### src/rtl/adc_rd_pkg.sv
// Package adc_rd_pkg
// Shared encodings for the dual-channel ADC readout controller.
// Assumes: the mode encoding below is what the host drives on the mode pins.
package adc_rd_pkg;

    // Frame layout requested by the host; RSVD is handled like SHORT.
    typedef enum logic [1:0] {
        FM_SHORT = 2'b00,
        FM_LONG  = 2'b01,
        FM_CHAIN = 2'b10,
        FM_RSVD  = 2'b11
    } frame_mode_e;

    // Phases of one transfer as seen on the converter pins.
    typedef enum logic [2:0] {
        SQ_IDLE,
        SQ_LEAD,
        SQ_LOW,
        SQ_HIGH,
        SQ_TAIL
    } seq_state_e;

endpackage

### src/rtl/adc_rd_gap_timer.sv
// Module adc_rd_gap_timer
// Counts system clocks that chip select has been high since the last frame
// ended and reports when the programmed minimum gap has been met.
// Assumes: frame_done is a one-cycle pulse on the edge that raises cs_n.
module adc_rd_gap_timer #(
    parameter int GAP_W = 8
) (
    input  logic             clk,
    input  logic             rst_n,
    input  logic             cs_n,
    input  logic             frame_done,
    input  logic [GAP_W-1:0] gap_min,
    output logic             gap_ok
);

    localparam logic [GAP_W-1:0] GAP_SAT = {GAP_W{1'b1}};

    logic [GAP_W-1:0] gcnt;

    // Restart at one when chip select rises, then count idle clocks up to saturation.
    always_ff @(posedge clk) begin
        if (!rst_n) begin
            gcnt <= '0;
        end else if (frame_done) begin
            gcnt <= GAP_W'(1);
        end else if (cs_n && gcnt != GAP_SAT) begin
            gcnt <= gcnt + GAP_W'(1);
        end
    end

    assign gap_ok = cs_n && (gcnt >= gap_min);

endmodule

### src/rtl/adc_rd_sequencer.sv
// Module adc_rd_sequencer
// Generates chip select and the serial clock for one frame.
// The serial clock idles high and each phase lasts div_q system clocks.
// A sample strobe is raised in the cycle that drives the serial clock high.
// Assumes: start is evaluated only when idle, and the mode and divider
// inputs are latched at that moment.
module adc_rd_sequencer
    import adc_rd_pkg::*;
#(
    parameter int DATA_W = 14,
    parameter int DIV_W  = 8,
    parameter int CNT_W  = 6
) (
    input  logic              clk,
    input  logic              rst_n,
    input  logic              start,
    input  logic              gap_ok,
    input  logic [1:0]        mode_in,
    input  logic [DIV_W-1:0]  half_div,
    output logic              cs_n,
    output logic              sclk,
    output logic              busy,
    output logic              smp,
    output logic [CNT_W-1:0]  bit_idx,
    output logic              chain,
    output logic              frame_start,
    output logic              frame_done
);

    localparam int LEN_SHORT = DATA_W + 2;
    localparam int LEN_LONG  = DATA_W + 4;
    localparam int LEN_CHAIN = 2 * LEN_LONG;

    seq_state_e       st;
    frame_mode_e      mode_q;
    logic [DIV_W-1:0] div_q;
    logic [DIV_W-1:0] div_eff;
    logic [DIV_W-1:0] hcnt;
    logic [CNT_W-1:0] bitcnt;
    logic [CNT_W-1:0] last_bit;
    logic             last_half;

    // Clamp a zero divider to one system clock per half period.
    assign div_eff = (half_div == '0) ? DIV_W'(1) : half_div;

    // Index of the final sample position for the latched layout.
    always_comb begin
        case (mode_q)
            FM_LONG:  last_bit = CNT_W'(LEN_LONG - 1);
            FM_CHAIN: last_bit = CNT_W'(LEN_CHAIN - 1);
            default:  last_bit = CNT_W'(LEN_SHORT - 1);
        endcase
    end

    assign last_half   = (hcnt == div_q - DIV_W'(1));
    assign frame_start = (st == SQ_IDLE) && start && gap_ok;
    assign frame_done  = (st == SQ_TAIL) && last_half;
    assign smp         = (st == SQ_LOW) && last_half;
    assign bit_idx     = bitcnt;
    assign chain       = (mode_q == FM_CHAIN);

    // Step through lead-in, clock phases and tail; own cs_n, sclk and busy.
    always_ff @(posedge clk) begin
        if (!rst_n) begin
            st     <= SQ_IDLE;
            cs_n   <= 1'b1;
            sclk   <= 1'b1;
            busy   <= 1'b0;
            hcnt   <= '0;
            bitcnt <= '0;
            mode_q <= FM_SHORT;
            div_q  <= DIV_W'(1);
        end else begin
            case (st)
                SQ_IDLE: begin
                    if (frame_start) begin
                        cs_n   <= 1'b0;
                        busy   <= 1'b1;
                        mode_q <= frame_mode_e'(mode_in);
                        div_q  <= div_eff;
                        hcnt   <= '0;
                        bitcnt <= '0;
                        st     <= SQ_LEAD;
                    end
                end
                SQ_LEAD: begin
                    if (last_half) begin
                        sclk <= 1'b0;
                        hcnt <= '0;
                        st   <= SQ_LOW;
                    end else begin
                        hcnt <= hcnt + DIV_W'(1);
                    end
                end
                SQ_LOW: begin
                    if (last_half) begin
                        sclk   <= 1'b1;
                        hcnt   <= '0;
                        bitcnt <= bitcnt + CNT_W'(1);
                        st     <= (bitcnt == last_bit) ? SQ_TAIL : SQ_HIGH;
                    end else begin
                        hcnt <= hcnt + DIV_W'(1);
                    end
                end
                SQ_HIGH: begin
                    if (last_half) begin
                        sclk <= 1'b0;
                        hcnt <= '0;
                        st   <= SQ_LOW;
                    end else begin
                        hcnt <= hcnt + DIV_W'(1);
                    end
                end
                SQ_TAIL: begin
                    if (last_half) begin
                        cs_n <= 1'b1;
                        busy <= 1'b0;
                        hcnt <= '0;
                        st   <= SQ_IDLE;
                    end else begin
                        hcnt <= hcnt + DIV_W'(1);
                    end
                end
                default: st <= SQ_IDLE;
            endcase
        end
    end

endmodule

### src/rtl/adc_rd_capture.sv
// Module adc_rd_capture
// Shifts result bits in at each sample strobe, checks the non-data
// positions for zeros and publishes both results with a valid pulse.
// Assumes: bit_idx is the position of the sample being taken, and in
// chained mode the second slot starts DATA_W+4 positions after the first.
module adc_rd_capture #(
    parameter int DATA_W = 14,
    parameter int CNT_W  = 6
) (
    input  logic              clk,
    input  logic              rst_n,
    input  logic              frame_start,
    input  logic              frame_done,
    input  logic              smp,
    input  logic [CNT_W-1:0]  bit_idx,
    input  logic              chain,
    input  logic              sdo_a,
    input  logic              sdo_b,
    output logic              valid,
    output logic [DATA_W-1:0] res_a,
    output logic [DATA_W-1:0] res_b,
    output logic              frame_err
);

    localparam int SLOT    = DATA_W + 4;
    localparam int A_FIRST = 1;
    localparam int A_LAST  = DATA_W;
    localparam int B_FIRST = SLOT + 1;
    localparam int B_LAST  = SLOT + DATA_W;

    logic [DATA_W-1:0] sh_a;
    logic [DATA_W-1:0] sh_b;
    logic              err_acc;
    logic              in_a;
    logic              in_b;
    logic              line_b_in;
    logic              zero_bad;

    // Decode which slot, if any, the current position belongs to.
    assign in_a      = (bit_idx >= CNT_W'(A_FIRST)) && (bit_idx <= CNT_W'(A_LAST));
    assign in_b      = chain && (bit_idx >= CNT_W'(B_FIRST)) && (bit_idx <= CNT_W'(B_LAST));
    assign line_b_in = chain ? sdo_a : sdo_b;
    assign zero_bad  = sdo_a || (!chain && sdo_b);

    // Shift data bits MSB first and accumulate framing faults.
    always_ff @(posedge clk) begin
        if (!rst_n) begin
            sh_a    <= '0;
            sh_b    <= '0;
            err_acc <= 1'b0;
        end else if (frame_start) begin
            err_acc <= 1'b0;
        end else if (smp) begin
            if (in_a) begin
                sh_a <= {sh_a[DATA_W-2:0], sdo_a};
                if (!chain) begin
                    sh_b <= {sh_b[DATA_W-2:0], line_b_in};
                end
            end else if (in_b) begin
                sh_b <= {sh_b[DATA_W-2:0], line_b_in};
            end else if (zero_bad) begin
                err_acc <= 1'b1;
            end
        end
    end

    // Publish results and the error flag when chip select rises.
    always_ff @(posedge clk) begin
        if (!rst_n) begin
            valid     <= 1'b0;
            res_a     <= '0;
            res_b     <= '0;
            frame_err <= 1'b0;
        end else begin
            valid <= frame_done;
            if (frame_done) begin
                res_a     <= sh_a;
                res_b     <= sh_b;
                frame_err <= err_acc;
            end
        end
    end

endmodule

### src/rtl/adc_pair_reader.sv
// Module adc_pair_reader
// Top level of the dual-channel ADC readout controller.
// It joins the gap timer, the pin sequencer and the capture path.
// Assumes: sdo_a and sdo_b are already synchronous to clk, which holds
// because they change only after sclk falls and sclk comes from clk.
module adc_pair_reader #(
    parameter int DATA_W = 14,
    parameter int DIV_W  = 8,
    parameter int GAP_W  = 8
) (
    input  logic              clk,
    input  logic              rst_n,
    input  logic              start,
    input  logic [1:0]        mode,
    input  logic [DIV_W-1:0]  half_div,
    input  logic [GAP_W-1:0]  gap_min,
    output logic              cs_n,
    output logic              sclk,
    input  logic              sdo_a,
    input  logic              sdo_b,
    output logic              busy,
    output logic              valid,
    output logic [DATA_W-1:0] res_a,
    output logic [DATA_W-1:0] res_b,
    output logic              frame_err
);

    localparam int CNT_W = $clog2(2 * (DATA_W + 4) + 1);

    logic             gap_ok;
    logic             smp;
    logic [CNT_W-1:0] bit_idx;
    logic             chain;
    logic             frame_start;
    logic             frame_done;

    adc_rd_gap_timer #(.GAP_W(GAP_W)) u_gap (
        .clk        (clk),
        .rst_n      (rst_n),
        .cs_n       (cs_n),
        .frame_done (frame_done),
        .gap_min    (gap_min),
        .gap_ok     (gap_ok)
    );

    adc_rd_sequencer #(.DATA_W(DATA_W), .DIV_W(DIV_W), .CNT_W(CNT_W)) u_seq (
        .clk         (clk),
        .rst_n       (rst_n),
        .start       (start),
        .gap_ok      (gap_ok),
        .mode_in     (mode),
        .half_div    (half_div),
        .cs_n        (cs_n),
        .sclk        (sclk),
        .busy        (busy),
        .smp         (smp),
        .bit_idx     (bit_idx),
        .chain       (chain),
        .frame_start (frame_start),
        .frame_done  (frame_done)
    );

    adc_rd_capture #(.DATA_W(DATA_W), .CNT_W(CNT_W)) u_cap (
        .clk         (clk),
        .rst_n       (rst_n),
        .frame_start (frame_start),
        .frame_done  (frame_done),
        .smp         (smp),
        .bit_idx     (bit_idx),
        .chain       (chain),
        .sdo_a       (sdo_a),
        .sdo_b       (sdo_b),
        .valid       (valid),
        .res_a       (res_a),
        .res_b       (res_b),
        .frame_err   (frame_err)
    );

endmodule

### config.mk
export PLATFORM = sky130hd
export DESIGN_NAME = adc_pair_reader
export DESIGN_NICKNAME = d
export VERILOG_FILES = /design/src/rtl/adc_rd_pkg.sv /design/src/rtl/adc_rd_gap_timer.sv /design/src/rtl/adc_rd_sequencer.sv /design/src/rtl/adc_rd_capture.sv /design/src/rtl/adc_pair_reader.sv
export SDC_FILE = /design/constraint.sdc
export NUM_CORES = 1
export LEC_CHECK = 0
export ABC_AREA = 1
export CORE_MARGIN = 2
export CORE_UTILIZATION = 60
export CTS_BUF_LIST = sky130_fd_sc_hd__clkbuf_2
export DETAILED_ROUTE_END_ITERATION = 6
export PLACE_DENSITY = 0.82
export SLEW_MARGIN = 40
export SYNTH_ARGS = -nofsm -noshare
export SYNTH_HDL_FRONTEND = slang
export SYNTH_SLANG_ARGS = --single-unit
export TNS_END_PERCENT = 10
### constraint.sdc
create_clock -name clk -period 5.1 [get_ports clk]
set_input_delay 1.02 -clock clk [delete_from_list [all_inputs] [get_ports clk]]
set_output_delay 1.02 -clock clk [all_outputs]
set_load 0.005 [all_outputs]
Yosys cells after proc, flatten, opt, wreduce, memory -nomap -nowiden
Index checks and enable logic that the tools add are counted.
{"block": "op_classes", "add_sub_neg": 4, "mul": 0, "n_div": 0, "order_cmp": 5, "n_eq_ne": 14, "n_shift": 0, "muxes": 27, "n_bitwise": 4, "reduce_logical": 33}
{"operator": "$mux W14", "count": 3}
{"operator": "$mux W8", "count": 3}
{"operator": "$pmux W6 S2", "count": 2}
{"operator": "$add A8 B1 Y8 const B", "count": 2}
{"operator": "$pmux W8 S2", "count": 1}
{"operator": "$mux W3", "count": 5}
{"operator": "$mux W6", "count": 2}
{"operator": "$pmux W3 S4", "count": 1}
{"operator": "$reduce_and A3 Y1", "count": 4}
{"operator": "$reduce_and A4 Y1", "count": 3}
{"operator": "$reduce_bool A2 Y1", "count": 6}
{"operator": "$logic_and A1 B1 Y1", "count": 10}
{"operator": "$eq A8 B8 Y1", "count": 1}
{"operator": "$ge A8 B8 Y1", "count": 1}
{"operator": "$logic_not A8 Y1", "count": 1}
{"operator": "$ne A8 B8 Y1 const B", "count": 1}
{"operator": "$sub A8 B1 Y8 const B", "count": 1}
{"operator": "$mux W1", "count": 7}
{"operator": "$add A6 B1 Y6 const B", "count": 1}
{"operator": "$eq A3 B2 Y1 const B", "count": 2}
{"operator": "$eq A6 B6 Y1", "count": 1}
{"operator": "$ge A6 B1 Y1 const B", "count": 1}
{"operator": "$ge A6 B5 Y1 const B", "count": 1}
{"operator": "$le A6 B4 Y1 const B", "count": 1}
{"operator": "other kinds (15)", "count": 26}
{"block": "totals", "regBits": 97, "latchBits": 0, "mem_bits_rw": 0, "romBits": 0, "input_bits": 23, "output_inout_bits": 33, "memories": 0}

Depth between registers and ports, before layout
{"block": "depth", "depth_word": 6, "depth_mapped": 17, "depth_no_buf": 15}

Modules after synthesis
From an unflattened synthesis, not the netlist that was laid out.
{"block": "unflattened", "cells_unflattened": 650, "area_unflattened_um2": 4770.8}
{"mod": "adc_rd_capture", "n_inst": 1, "cells_each": 286, "area_per_inst_um2": 2311.0}
{"mod": "adc_rd_sequencer", "n_inst": 1, "cells_each": 259, "area_per_inst_um2": 1784.2}
{"mod": "adc_rd_gap_timer", "n_inst": 1, "cells_each": 105, "area_per_inst_um2": 675.6}

Worst setup path after synthesis
Ideal clock, no wire load.
{"block": "synth_timing", "kind": "input-to-reg", "start": "input gap_min[5]", "end": "register u_seq.hcnt[5]", "setup_time_ps": 116, "t_arrival_ps": 2459, "required_time_ps": 4984, "setup_slack_ps": 2525, "cell_stages": 12, "n_path_buf": 0, "cell_sequence": "inv_1 > ha_1 > a21oi_1 > nor2_1 > nor3b_1 > nand2_1 > nand2_2 > inv_1 > nor2_1 > nor2_1 > nor2_1 > nor2_1"}
{"block": "synth_between", "elab_chain_cells": 5}
{"item": "start, declared", "line": "adc_pair_reader.sv:16", "source": "input logic [GAP_W-1:0] gap_min,"}
{"item": "$ge A8 B8 Y1", "line": "adc_rd_gap_timer.sv:31", "source": "assign gap_ok = cs_n && (gcnt >= gap_min);"}
{"item": "$logic_and A1 B1 Y1", "line": "adc_rd_gap_timer.sv:31"}
{"item": "$logic_and A1 B1 Y1", "line": "adc_rd_sequencer.sv:56", "source": "assign frame_start = (st == SQ_IDLE) && start && gap_ok;"}
{"item": "$ne A2 B2 Y1 (no line)"}
{"item": "$reduce_and A2 Y1 (no line)"}
{"item": "end signal, assigned", "line": "adc_rd_sequencer.sv:92", "source": "hcnt <= hcnt + DIV_W'(1);"}
{"item": "end signal, assigned", "line": "adc_rd_sequencer.sv:102", "source": "hcnt <= hcnt + DIV_W'(1);"}
{"item": "end signal, assigned", "line": "adc_rd_sequencer.sv:111", "source": "hcnt <= hcnt + DIV_W'(1);"}
{"item": "end, declared", "line": "adc_rd_sequencer.sv:38", "source": "logic [DIV_W-1:0] hcnt;"}
No other way between the ends.
A chain may end at the register's enable or synchronous reset.

Worst setup path in the final report
Ends and elaborated chain as after synthesis.

==> qor.csv <==
metric;value;unit
synth_area_leaders;dfxtp_1, nand2_1, nor2_1;
ios;56;
cp-start-kind;input pin;
postSynthCellCount;632;
n_antenna_cell;0;
syn2layout_area_growth;14.5;%
grt_pass1_wl;16.7;mm
powerDensity;313;nW/um^2
rsz0062_at_grt;false;
placed_cells;765;
fin_tns_setup;0;ns
grt_pass1_vias;3859;
grt_usage;0.243;
grt_antenna_before_repair;0;
synth_fp_nets;672;
worstPathMaxFanout;19;
nFillCells;618;
h-tree-depth;3;
p_leak;2.39;nW
vdd_drop_max;0.000186;V
grt_overflow_total;0;
avgSynthCellArea;7.15;sq um
required;5.62;ns
reg2regPathDepth;14;
worst_pin_slew;0.715;ns
cp_slowest_cell;nor2_1;
synth-async-reset-ratio;0;
drive_gt1_frac;0.0557;
ys_seq_area_frac;0.430;
ant_nets;0;
syn_area;4520;sq um
post_drt_wl_per_cell;12.1;um
cp_num_buf_inv;3;
synth_top_area_share;0.430;
critPathCaptureType;register;
die_area;8240;sq um
timing.rr.start;u_seq.div_q[0]$_SDFFE_PN1P_;
grt_max_degree;46;
synth_edf_count;0;
final_cells;781;
drt_iter0_drc;256;
combPwrFrac;0.240;
outcome;finished, final reports clean;
clock-sinks;97;
layout_commonest_cell;nand2_1;
timing.final.crit_share;0.569;
postCtsHoldBufs;0;
start_util;0.623;
nets;717;
clockPowerShare;0.214;
post-route-drc-count;0;
critPathLaunch;gap_min[5];
numCtsBuffers;9;
crit_chain;clkdlybuf4s50_1, inv_1, ha_1, a21oi_1, nor2_1, nor3b_1, nand2_1, nand2_2, inv_1, nor2_1, o21ai_0, nor2_1;
min_path_cells;2;
synth.distinct_cells;34;
fp-row-count;31;
hold_viol_final;0;
yosys_register_bits;97;
cts_tree;yes;
arrival;3.42;ns
worstHoldPathType;register to register;
crit_top_cell;nor2_1;
cts_setup_buffers;0;
fmax;344;MHz
seq_power_share;0.547;
cts_resized;0;
yosysTopAreaCell;dfxtp_1;
vias;4084;
slew_viol_final;0;
p_int;1.04;mW
cts_root_buf;clkbuf_2;
clk_path_buf_depth;2;
setup_viol;0;
drv_cap;0;
max_stage_delay;0.48;ns
critical-path-top-delay-family;simple AND/OR/NAND/NOR gates;
final_cell_mix;nand2_1, nor2_1, dfxtp_1;
whs;0.466;ns
critPathKind;input pin to register;
cp.depth;12;
core;7250;sq um
clk_pin_slew_worst_paths;0.26;ns
viasPerCell;5.23;
hp-start;u_cap.sh_b[13]$_SDFFE_PN0P_;
p_switching;0.579;mW
swShare;0.358;
die_w;90.8;um
numPortBuffers;55;
finalClockSkew;0.0300;ns
place.gp.congestion;0.858;
clock_latency;0.57;ns
ys_warn_count;0;
die_h;90.8;um
final_core_util;0.713;
hpwl;6.62;mm
wl;9.46;mm
first_pass_iters;6;
min_period;2.90;ns
synthFlopType;dfxtp_1;
finalPower;1.62;mW
slew_headroom;0.524;
[area by class of cell]
class	count	area [sq um]	area share
clock buffers	9	45.0	0.00870
clock inverters	7	58.8	0.0114
inverters	55	206	0.0399
multi-input cells	458	2250	0.434
flip-flops and latches	97	1940	0.375
well taps	99	124	0.0239
repair buffers	56	553	0.107
[worst paths after layout]
kind,end,slack [ns]
max,u_seq.hcnt[5]$_SDFFE_PN0P_,2.20
min,u_cap.res_b[13]$_SDFFE_PN0P_,0.47
max reg2reg,u_gap.gcnt[2]$_SDFFE_PP0P_,2.60
min reg2reg,u_cap.res_b[13]$_SDFFE_PN0P_,0.47
[per-stage QoR]
step / instance area, sq um / worst slack, ns
after floorplan: 4520 / 2.52
after global placement: 5070 / 1.69
after detailed placement: 5070 / 1.60
after CTS: 5170 / 2.23
after global routing: 5170 / 1.98
final: 5170 / 2.20
[cells in the mapped netlist (all sizes together) (3+ instances only)]
cell    count
nor4        3
nand3b      3
ha         17
a21oi      28
nor2      115
nand3      53
nand2     159
xor2       13
inv        55
clkbuf     10
xnor2       6
o21ai      45
dfxtp      97
nor3        6
buf        12
[registers in the layout (all words and copies together), names as in the netlist, 3 cells and up]
name / flops
u_seq.hcnt: 8
u_cap.sh_b: 14
u_seq.div_q: 8
u_seq.bit_idx: 6
u_cap.res_b: 14
u_cap.res_a: 14
u_gap.gcnt: 8
u_cap.sh_a: 14
u_seq.st: 3
[cell families (layout without fill, tap and decap cells)]
| family | count (synthesis) | in the layout | share of synthesized area |
|---|---|---|---|
| DFF | 97 | 97 | 0.430 |
| adders and majority gates | 17 | 17 | 0.0471 |
| AOI/OAI and AO/OA | 77 | 77 | 0.0872 |
| buffers and inverters | 77 | 127 | 0.0737 |
| xor gates and xnor gates | 19 | 19 | 0.0368 |
| and+or+nand+nor | 345 | 345 | 0.325 |
[worst register-to-register path, cell delays in order (launching register included)]
cell and delay [ns]:
dfxtp_1 0.40, inv_2 0.12, ha_1 0.20, nand2_2 0.09
nor2_2 0.17, nand2_1 0.07, nand2_1 0.06, nand2_1 0.05
nand2_1 0.10, nor2_4 0.06, nand2_4 0.09, inv_2 0.05
nand2_2 0.46, nand2_1 0.34, nor3_1 0.20
[power by group through the flow]
stage          Sequential, mW  Combinational, mW  Clock (mW)
3_3_place_gp            0.894              0.375           0
6_report                0.884              0.387       0.346
3_5_place_dp            0.897              0.387           0
4_1_cts                 0.884              0.389       0.354
5_1_grt                 0.894              0.445       0.386
2_1_floorplan           0.885              0.296           0
[per-layer routing]
metal | GRT usage | wire, um | part of all wire
met1 | 0.309 | 4350 | 0.46
met2 | 0.405 | 4490 | 0.47
met3 | 0.0442 | 425 | 0.045
met4 | 0.106 | 193 | 0.020
met5 | 0 | 0 | 0
No activity file was read; power rests on OpenSTA's default activity.
